<file path="src/rtl/she_pkg.sv">
package she_pkg;
    typedef enum logic [1:0] {
        T_IDLE  = 2'd0,
        T_CHECK = 2'd1,
        T_ARMED = 2'd2
    } tbl_st_e;
endpackage

</file>
<file path="src/rtl/she_phase_acc.sv">
module she_phase_acc #(
    parameter int PH_W = 16
) (
    input  logic            clk,
    input  logic            rst,
    input  logic [PH_W-1:0] step,
    output logic [PH_W-1:0] phase_q,
    output logic            wrap
);
    logic [PH_W-1:0] phase_n;

    // carry out of the accumulator marks the start of a new period
    always_comb begin
        {wrap, phase_n} = {1'b0, phase_q} + {1'b0, step};
    end

    always_ff @(posedge clk) begin
        if (rst) phase_q <= '0;
        else     phase_q <= phase_n;
    end
endmodule

</file>
<file path="src/rtl/she_tbl_ctrl.sv">
module she_tbl_ctrl
    import she_pkg::*;
#(
    parameter int N  = 7,
    parameter int AW = 14,
    parameter int IW = 3
) (
    input  logic                  clk,
    input  logic                  rst,
    input  logic                  we,
    input  logic [IW-1:0]         idx,
    input  logic [AW-1:0]         wdata,
    input  logic                  commit,
    input  logic                  wrap,
    output logic [N-1:0][AW-1:0]  act,
    output logic                  act_valid
);
    tbl_st_e               st, st_n;
    logic [N-1:0][AW-1:0]  stage;
    logic [N-1:0][AW-1:0]  pend;
    logic                  tbl_ok;

    // staged table must start above zero and rise strictly
    always_comb begin
        tbl_ok = (stage[0] != '0);
        for (int i = 1; i < N; i++) begin
            if (stage[i] <= stage[i-1]) tbl_ok = 1'b0;
        end
    end

    always_ff @(posedge clk) begin
        if (rst) st <= T_IDLE;
        else     st <= st_n;
    end

    always_comb begin
        st_n = st;
        unique case (st)
            T_IDLE:  if (commit) st_n = T_CHECK;
            T_CHECK: st_n = tbl_ok ? T_ARMED : T_IDLE;
            T_ARMED: begin
                if (commit)    st_n = T_CHECK;
                else if (wrap) st_n = T_IDLE;
            end
            default: st_n = T_IDLE;
        endcase
    end

    always_ff @(posedge clk) begin
        if (rst) begin
            stage     <= '0;
            pend      <= '0;
            act       <= '0;
            act_valid <= 1'b0;
        end else begin
            if (we && int'(idx) < N) stage[idx] <= wdata;
            if (st == T_CHECK && tbl_ok) pend <= stage;
            if (st == T_ARMED && wrap) begin
                act       <= pend;
                act_valid <= 1'b1;
            end
        end
    end
endmodule

</file>
<file path="src/rtl/she_level_map.sv">
module she_level_map #(
    parameter int PH_W = 16,
    parameter int N    = 7,
    parameter int K    = 3
) (
    input  logic [PH_W-1:0]           phase,
    input  logic [N-1:0][PH_W-3:0]    ang,
    input  logic                      act_valid,
    input  logic                      five,
    output logic signed [2:0]         lvl,
    output logic                      half
);
    localparam int AW = PH_W - 2;
    localparam int CW = $clog2(N + 1);

    logic [AW:0]   folded;
    logic [CW-1:0] cnt;
    logic [CW-1:0] upper;
    logic [1:0]    mag;

    always_comb begin
        // second quarter of each half is mirrored about 90 degrees
        if (phase[PH_W-2]) folded = (AW+1)'(1 << AW) - {1'b0, phase[AW-1:0]};
        else               folded = {1'b0, phase[AW-1:0]};

        cnt = '0;
        for (int i = 0; i < N; i++) begin
            if ({1'b0, ang[i]} <= folded) cnt = cnt + CW'(1);
        end

        upper = cnt - CW'(K);
        if (!five || cnt <= CW'(K)) mag = {1'b0, cnt[0]};
        else                        mag = upper[0] ? 2'd2 : 2'd1;

        half = phase[PH_W-1];
        if (!act_valid)  lvl = 3'sd0;
        else if (half)   lvl = -$signed({1'b0, mag});
        else             lvl = $signed({1'b0, mag});
    end
endmodule

</file>
<file path="src/rtl/she_level_seq.sv">
module she_level_seq #(
    parameter int PH_W  = 16,
    parameter int N_ANG = 7,
    parameter int K_LOW = 3
) (
    input  logic               clk,
    input  logic               rst,
    input  logic [PH_W-1:0]    phase_step,
    input  logic               five_lvl,
    input  logic               ang_we,
    input  logic [2:0]         ang_idx,
    input  logic [PH_W-3:0]    ang_wdata,
    input  logic               tbl_commit,
    output logic signed [2:0]  lvl_code,
    output logic               half_cyc
);
    localparam int ANG_W = PH_W - 2;

    logic [PH_W-1:0]             phase_q;
    logic                        wrap;
    logic [N_ANG-1:0][ANG_W-1:0] act_tbl;
    logic                        act_valid;
    logic                        mode_q;

    she_phase_acc #(.PH_W(PH_W)) u_acc (
        .clk     (clk),
        .rst     (rst),
        .step    (phase_step),
        .phase_q (phase_q),
        .wrap    (wrap)
    );

    she_tbl_ctrl #(.N(N_ANG), .AW(ANG_W), .IW(3)) u_tbl (
        .clk       (clk),
        .rst       (rst),
        .we        (ang_we),
        .idx       (ang_idx),
        .wdata     (ang_wdata),
        .commit    (tbl_commit),
        .wrap      (wrap),
        .act       (act_tbl),
        .act_valid (act_valid)
    );

    // mode is swapped together with the table, only at a period start
    always_ff @(posedge clk) begin
        if (rst)       mode_q <= 1'b0;
        else if (wrap) mode_q <= five_lvl;
    end

    she_level_map #(.PH_W(PH_W), .N(N_ANG), .K(K_LOW)) u_map (
        .phase     (phase_q),
        .ang       (act_tbl),
        .act_valid (act_valid),
        .five      (mode_q),
        .lvl       (lvl_code),
        .half      (half_cyc)
    );
endmodule

</file>
<file path="config.mk">
export PLATFORM = sky130hd
export DESIGN_NAME = she_level_seq
export DESIGN_NICKNAME = d
export VERILOG_FILES = /design/src/rtl/she_pkg.sv /design/src/rtl/she_phase_acc.sv /design/src/rtl/she_tbl_ctrl.sv /design/src/rtl/she_level_map.sv /design/src/rtl/she_level_seq.sv
export SDC_FILE = /design/constraint.sdc
export NUM_CORES = 1
export LEC_CHECK = 0
export BUFFER_PORTS_ARGS = -buffer_cell sky130_fd_sc_hd__buf_2
export CORE_ASPECT_RATIO = 2
export CORE_UTILIZATION = 55
export CTS_BUF_LIST = sky130_fd_sc_hd__clkbuf_8 sky130_fd_sc_hd__clkbuf_16
export CTS_CLUSTER_DIAMETER = 60
export DETAILED_ROUTE_END_ITERATION = 8
export PLACE_DENSITY = 0.81
export REMOVE_ABC_BUFFERS = 1
export SLEW_MARGIN = 20
export SYNTH_ARGS = -nofsm -noshare
export SYNTH_HDL_FRONTEND = slang
export SYNTH_SLANG_ARGS = --single-unit
</file>
<file path="constraint.sdc">
create_clock -name clk -period 7.1 [get_ports clk]
set_input_delay 0.355 -clock clk [delete_from_list [all_inputs] [get_ports clk]]
set_output_delay 0.355 -clock clk [all_outputs]
set_load 0.005 [all_outputs]
</file>
---- After elaboration in Yosys (flattened, before gate mapping) ----
Index checks and enable logic that the tools add are counted.
storage, ports and cells
  flip-flop bits (word level) ............. 314
  input bits .............................. 38
  word-level logic and storage cells ...... 91
operators by class
  eq/ne operators ......................... 4
  add/sub/neg operators ................... 10
  order comparisons ....................... 17
  reduce and logical (&&, ||, !) cells .... 9
  mux-type cells .......................... 26
operators with widths
  operator                                                number
  <= comparator 14 x 15 -> 1 bit                          7
  bitwise mux 98 bit                                      1
  <= comparator 14 bit                                    6
  demux 14 bit (select 3 bit)                             1
  two-way mux 3 bit                                       8
  adder 16 x 16 -> 17 bit                                 1
  adder 3 x 1 -> 3 bit (second input constant)            5
  two-way mux 15 bit                                      1
  subtractor 15 x 14 -> 15 bit (first input constant)     1
  two-way mux 14 bit                                      1
  nonzero test 14 bit                                     1
  two-way mux 2 bit                                       6
  two-way mux 1 bit                                       7
  one-hot mux 2 bit (3 select lines)                      1
  logical AND 1 bit                                       4
  < comparator 3 x 4 -> 1 bit (second input constant)     1
  >= comparator 3 x 1 -> 1 bit (second input constant)    1
  <= comparator 3 x 2 -> 1 bit (second input constant)    1
  < comparator 3 bit (second input constant)              1
  inequality test 3 x 2 -> 1 bit (second input constant)  1
  negation 2 -> 3 bit                                     1
  adder 1 x 1 -> 2 bit (second input constant)            1
  equality test 2 x 1 -> 1 bit (second input constant)    1
  equality test 2 bit (second input constant)             1
  6 further kinds                                         6

---- Depth between registers and ports, before layout ----
  word-level depth ........................ 22
  mapped depth ............................ 32

---- By module ----
A second synthesis with hierarchy kept.
unflattened totals
  cell total of the unflattened synthesis .. 2,153
  area total of the unflattened synthesis .. 17,854.6 um^2
modules (own cells, without submodules)
  module         sequential area each (um^2)  times used  area an instance (um^2)  cells an instance
  she_tbl_ctrl   5,945.7                      1           13,325.3                 1,616
  she_level_map  0.0                          1           3,310.7                  401
  she_phase_acc  320.3                        1           1,184.9                  133
  she_level_seq  20.0                         1           33.8                     3

---- Worst setup path after synthesis ----
Ideal clock, no wire load.
  kind .................................... register to output
  start ................................... register u_acc.phase_q[5]
  end ..................................... output lvl_code[1]
  buffers on the path ..................... 2
  setup slack ............................. 0.176 ns
  data arrival time ....................... 6.569 ns
  cell stages (with the launch flop) ...... 33
  cell sequence ........................... dfxtp_1 > buf_6 > nor4_2 > buf_2 > nand2_1 > o41ai_1 > xor2_1 > ha_1 > nand4_1 > nor3_1 > nand3_1 > a211oi_1 > a221o_1 > o221ai_1 > a221o_1 > o311ai_0 > ha_1 > nor2_1 > o211ai_1 > o311a_1 > ha_1 > mux2_2 > ha_1 > mux2_2 > ha_1 > mux2_2 > ha_1 > o31ai_1 > xor2_1 > xnor2_1 > xnor3_1 > nand3_1 > o21ai_1
on the way
  longest elaborated chain between the ends .. 22
  elaborated cells between the ends (all ways) .. 30
  classes of those cells .................. add/sub (9); order compare (8); mux (12); reduce/logical (1)
ends and longest elaborated chain
  element                                                                  line                                      text
  from (decl)                                                              she_phase_acc.sv:7                        output logic [PH_W-1:0] phase_q,
  from (signal assigned)                                                   she_phase_acc.sv:19                       else phase_q <= phase_n;
  subtractor 15 x 14 -> 15 bit                                             she_level_map.sv:23                       if (phase[PH_W-2]) folded = (AW+1)'(1 << AW) - {1'b0, phase[AW-1:0]};
  two-way mux 15 bit (*)                                                   she_level_map.sv:23
  <= comparator 14 x 15 -> 1 bit                                           she_level_map.sv:28                       if ({1'b0, ang[i]} <= folded) cnt = cnt + CW'(1);
  two-way mux 1 bit                                                        she_level_map.sv:28
  adder 1 x 1 -> 2 bit                                                     she_level_map.sv:28
  two-way mux 3 bit                                                        she_level_map.sv:28
  adder 3 x 1 -> 3 bit                                                     she_level_map.sv:28
  two-way mux 3 bit                                                        she_level_map.sv:28
  [... 6 more ...]                                                         --
  adder 3 x 1 -> 3 bit                                                     she_level_map.sv:28
  two-way mux 3 bit (*)                                                    she_level_map.sv:28
  <= comparator 3 x 2 -> 1 bit / subtractor 1 bit (equally long branches)  she_level_map.sv:32, she_level_map.sv:31
  logical OR 1 bit / two-way mux 2 bit (equally long branches)             she_level_map.sv:32, she_level_map.sv:33
  two-way mux 2 bit (*)                                                    she_level_map.sv:32                       if (!five || cnt <= CW'(K)) mag = {1'b0, cnt[0]};
  negation 2 -> 3 bit                                                      she_level_map.sv:37                       else if (half) lvl = -$signed({1'b0, mag});
  two-way mux 3 bit (*)                                                    she_level_map.sv:37
  two-way mux 3 bit (*)                                                    she_level_map.sv:36                       if (!act_valid) lvl = 3'sd0;
  to (decl)                                                                she_level_seq.sv:14                       output logic signed [2:0] lvl_code,
Every way passes the cells marked *; elsewhere a longest branch is shown, timed or not.

---- Final worst setup path ----
  start ................................... register u_acc.phase_q[0]
  end ..................................... output lvl_code[1]
The elaborated chain is that of the path after synthesis.

==> metrics.md <==
| Metric | Value |
|---|---|
| Outcome | finished with violations |
| Failing checks | setup timing |
| HPWL Detailed | 37.96 mm |
| H-tree levels | 1 |
| Final antenna-violating net count | 0 |
| Final hold vios | 0 |
| Ys flop type | dfxtp_1 |
| Final clock skew | roughly 33 ps |
| Max Fclk | 138.9 MHz |
| Setup_tns | -193.0 ps |
| Final nets | ~2300 |
| IO Pins | 42 |
| Critical path required time | between 6000 and 7000 ps |
| Multi-input combinational cell area | ~0.010 mm2 |
| Antenna violations before repair | 0 |
| Yosys top cell area share | a little over a third |
| # hold bufs at CTS | 0 |
| Largest net degree at the start of global routing | about 210 |
| Asr flop ratio synth | 0% |
| R2R Path Start | u_acc.phase_q[0]$_SDFF_PP0_ |
| Core box area | 0.03086 mm2 |
| Share of layout cells above drive strength 1 | 10.94% |
| Slowest stage delay, CP | 440 ps |
| First-pass GRT wire length | 80.21 mm |
| Worst EP arrival | around 7000 ps |
| Register Area | approximately 0.0063 mm2 |
| Hold Slack | around 18 ps |
| DRC | 0 |
| CP dominant cell by count | ha_4 |
| YS warnings | 0 |
| Total vias in the final route | approximately 15000 |
| Leakage power | between 0.007 and 0.008 uW |
| CTS clk-pin slew, worst paths | ~70 ps |
| Cells after synthesis | 2070 |
| Vias in the first global route | about 15000 |
| EDFF count, synth | 0 |
| Max-cap viol count | 0 |
| First DRT Iteration DRCs | between 1000 and 1500 |
| Worst Path Max Fanout | 6 |
| Worst Hold Class | primary input to register |
| CTS Buffer Depth | 3 |
| Worst-Margin Slew | 1134 ps |
| Root Buffer | clkbuf_16 |
| Synth area leader | dfxtp_1 |
| Slowest cell on crit path | or4_4 |
| ANT cells | 0 |
| Startpoint class of the critical path | register |
| Buf+Inv Stages, Crit Path | 4 |
| Util after Layout | a little over three fifths |
| Initial core utilization | 56.00% |
| Syn Area/Cell | approximately 8.3 um2 |
| Row count | 91 |
| DIE WIDTH | about 130 um |
| Pins Over Slew Limit | 0 |
| Delay-heaviest family, CP | adder cells |
| Final setup fails | 2 |
| Synthesized area | ~0.017 mm2 |
| Minimum clock period | 7201 ps |
| GRT Resource Usage Total | about 32% |
| Post-synthesis sequential area ratio | about 36% |
| Routed vias/inst | roughly 6.0 |
| Top post-synthesis cells by area | dfxtp_1 (36%), ha_1 (13%), a21oi_1 (7.0%), mux2i_1 (6.0%), nand2_1 (5.2%) |
| Tcrit/Tclk final | 101.4% |
| Worst VDD drop | roughly 0.23 mV |
| RSZ-0062 raised after global routing | true |
| Total grt overflow | 0 |
| Fillers | approximately 2700 |
| Worst-Skew Late Latency | 590 ps |
| Clock Sinks | approximately 310 |
| Total Routed Length | 51.06 mm |
| Drt pass-1 iters | 5 |
| CTS tree | built |
| Setup crit end kind | output port |
| Die height | approximately 250 um |
| Crit path launch | u_acc.phase_q[0]$_SDFF_PP0_ |
| Max transition margin | between 20% and 30% |
| Synthesis-to-finish area growth | 11.97% |
| Netlist cell types | around 80 |
| Num CTS Buffers | 28 |
| IO buf count | 41 |
| Worst Slack Setup Final | -101.2 ps |
| Number of synthesized register bits | around 310 |
| CP Class | register to output port |
| Placer Congestion | between 0.9 and 1 |
| HP Start | five_lvl |
| Die footprint | around 0.032 mm2 |
| Drt wl/cell | 20.18 um |
| Power Density | approximately 310 mW/mm2 |
layer usage:
layer / track usage (%) / vias up / part of all wire (%)
met4: 27.28 / 0 / 9.3
met1: 33.70 / 7233 / 37
met5: 0 / - / 0
met2: 56.33 / 486 / 50
met3: 3.810 / 218 / 4.4
li1: - / 7344 / -
worst reg2reg max path: stages, from the launching register on:
cell       delay [ps]
dfxtp_2           330
buf_4             110
buf_6             190
ha_1              200
inv_1              60
fa_1              390
nor2b_1           180
o21ai_0           120
a21boi_0          250
o21ai_0           150
a21boi_0          460
o2111ai_1         260
a311oi_1          410
o211ai_1          240
a211oi_4          990
buf_12            370
mux2i_1           280
nor2_1             70
placed cells by master (no fill, tap or decap), types with 8 or more instances in the layout:
cell type  instances
nor2b_1           28
buf_4             63
a21oi_1          238
nand2b_1           9
nor2_1           149
buf_2             40
o21ai_0          126
a21o_1            25
xnor2_1           27
nand4_1           36
xor2_1            16
o21a_1            19
nor3_1            11
clkinv_2           8
mux2i_1          102
nor4_1            10
a211oi_1          10
nand2_1          239
nand3_1          118
inv_1            118
ha_1             170
clkbuf_16         28
dfxtp_1          312
per-stage QoR:
stage,area (um2),setup WS (ps),total power [uW],instances
4_1_cts,19290,-20.53,5854,2527
2_1_floorplan,16800,-6275,3346,1953
3_3_place_gp,18010,-215.2,4120,2466
5_1_grt,19350,-403.5,6197,2530
6_report,19350,-101.2,5917,2530
3_5_place_dp,18010,-358.9,4173,2466
Yosys cell counts (20+ instances only):
master / instances
clkbuf_1: 93
ha_1: 177
inv_1: 119
mux2i_1: 103
nand3_1: 119
o21a_1: 20
nand4_1: 36
o21ai_0: 128
nor2_1: 150
a21o_1: 25
nand2_1: 240
a21oi_1: 240
nor2b_1: 31
xnor2_1: 28
dfxtp_1: 314
state kept, by name, summed over array words and instances (netlist names):
register and flops:
u_tbl.pend 98, mode_q 1, u_acc.phase_q 16, u_tbl.st 2
u_tbl.act_valid 1, u_tbl.act 98, u_tbl.stage 98
kinds of logic (layout without fill, tap and decap cells):
group                    after synthesis  in the layout  share of synthesized area [%]
AND/OR/NAND/NOR                      658            658                          17.60
AO/OA/AOI/OAI                        517            517                          17.76
XOR/XNOR                              52             52                          3.280
adder cells (fa/ha/maj)              184            184                          13.28
flip-flops                           314            314                          36.38
buffers and inverters                237            279                          5.387
multiplexers                         108            108                          6.314
worst paths after layout:
check / end / slack, ps / cells past startpoint
worst max-delay path: lvl_code[1] / -100 / 30
worst min-delay path: mode_q$_SDFFE_PP0P_ / 20 / 3
worst max register to register: u_tbl.act[5]$_SDFFE_PP0P_ / 1890 / 17
worst min register to register: u_tbl.pend[6]$_SDFFE_PP0P_ / 480 / 2
where the power goes:
part | total (uW) | switching [uW] | internal (uW)
Sequential | 1870 | 59.3 | 1810
Clock | 1530 | 705 | 823
Combinational | 2520 | 1510 | 1010
what timing repair did:
action / in CTS / in global routing
gates resized for setup: 55 / 7
setup endpoints to repair: 2 / 2
pin swaps: 32 / 15
buffers inserted: 10 / 3
hold endpoints to repair: 0 / 0
area by class of cell:
type,instances,share of cell area (%)
clock buffers,30,3.764
clock inverters,21,0.9700
inverters,120,2.341
multi-input cells,1519,53.83
flip-flops and latches,314,32.51
well taps,418,2.703
repair buffers,108,3.880
(Power assumes the default switching activity.)
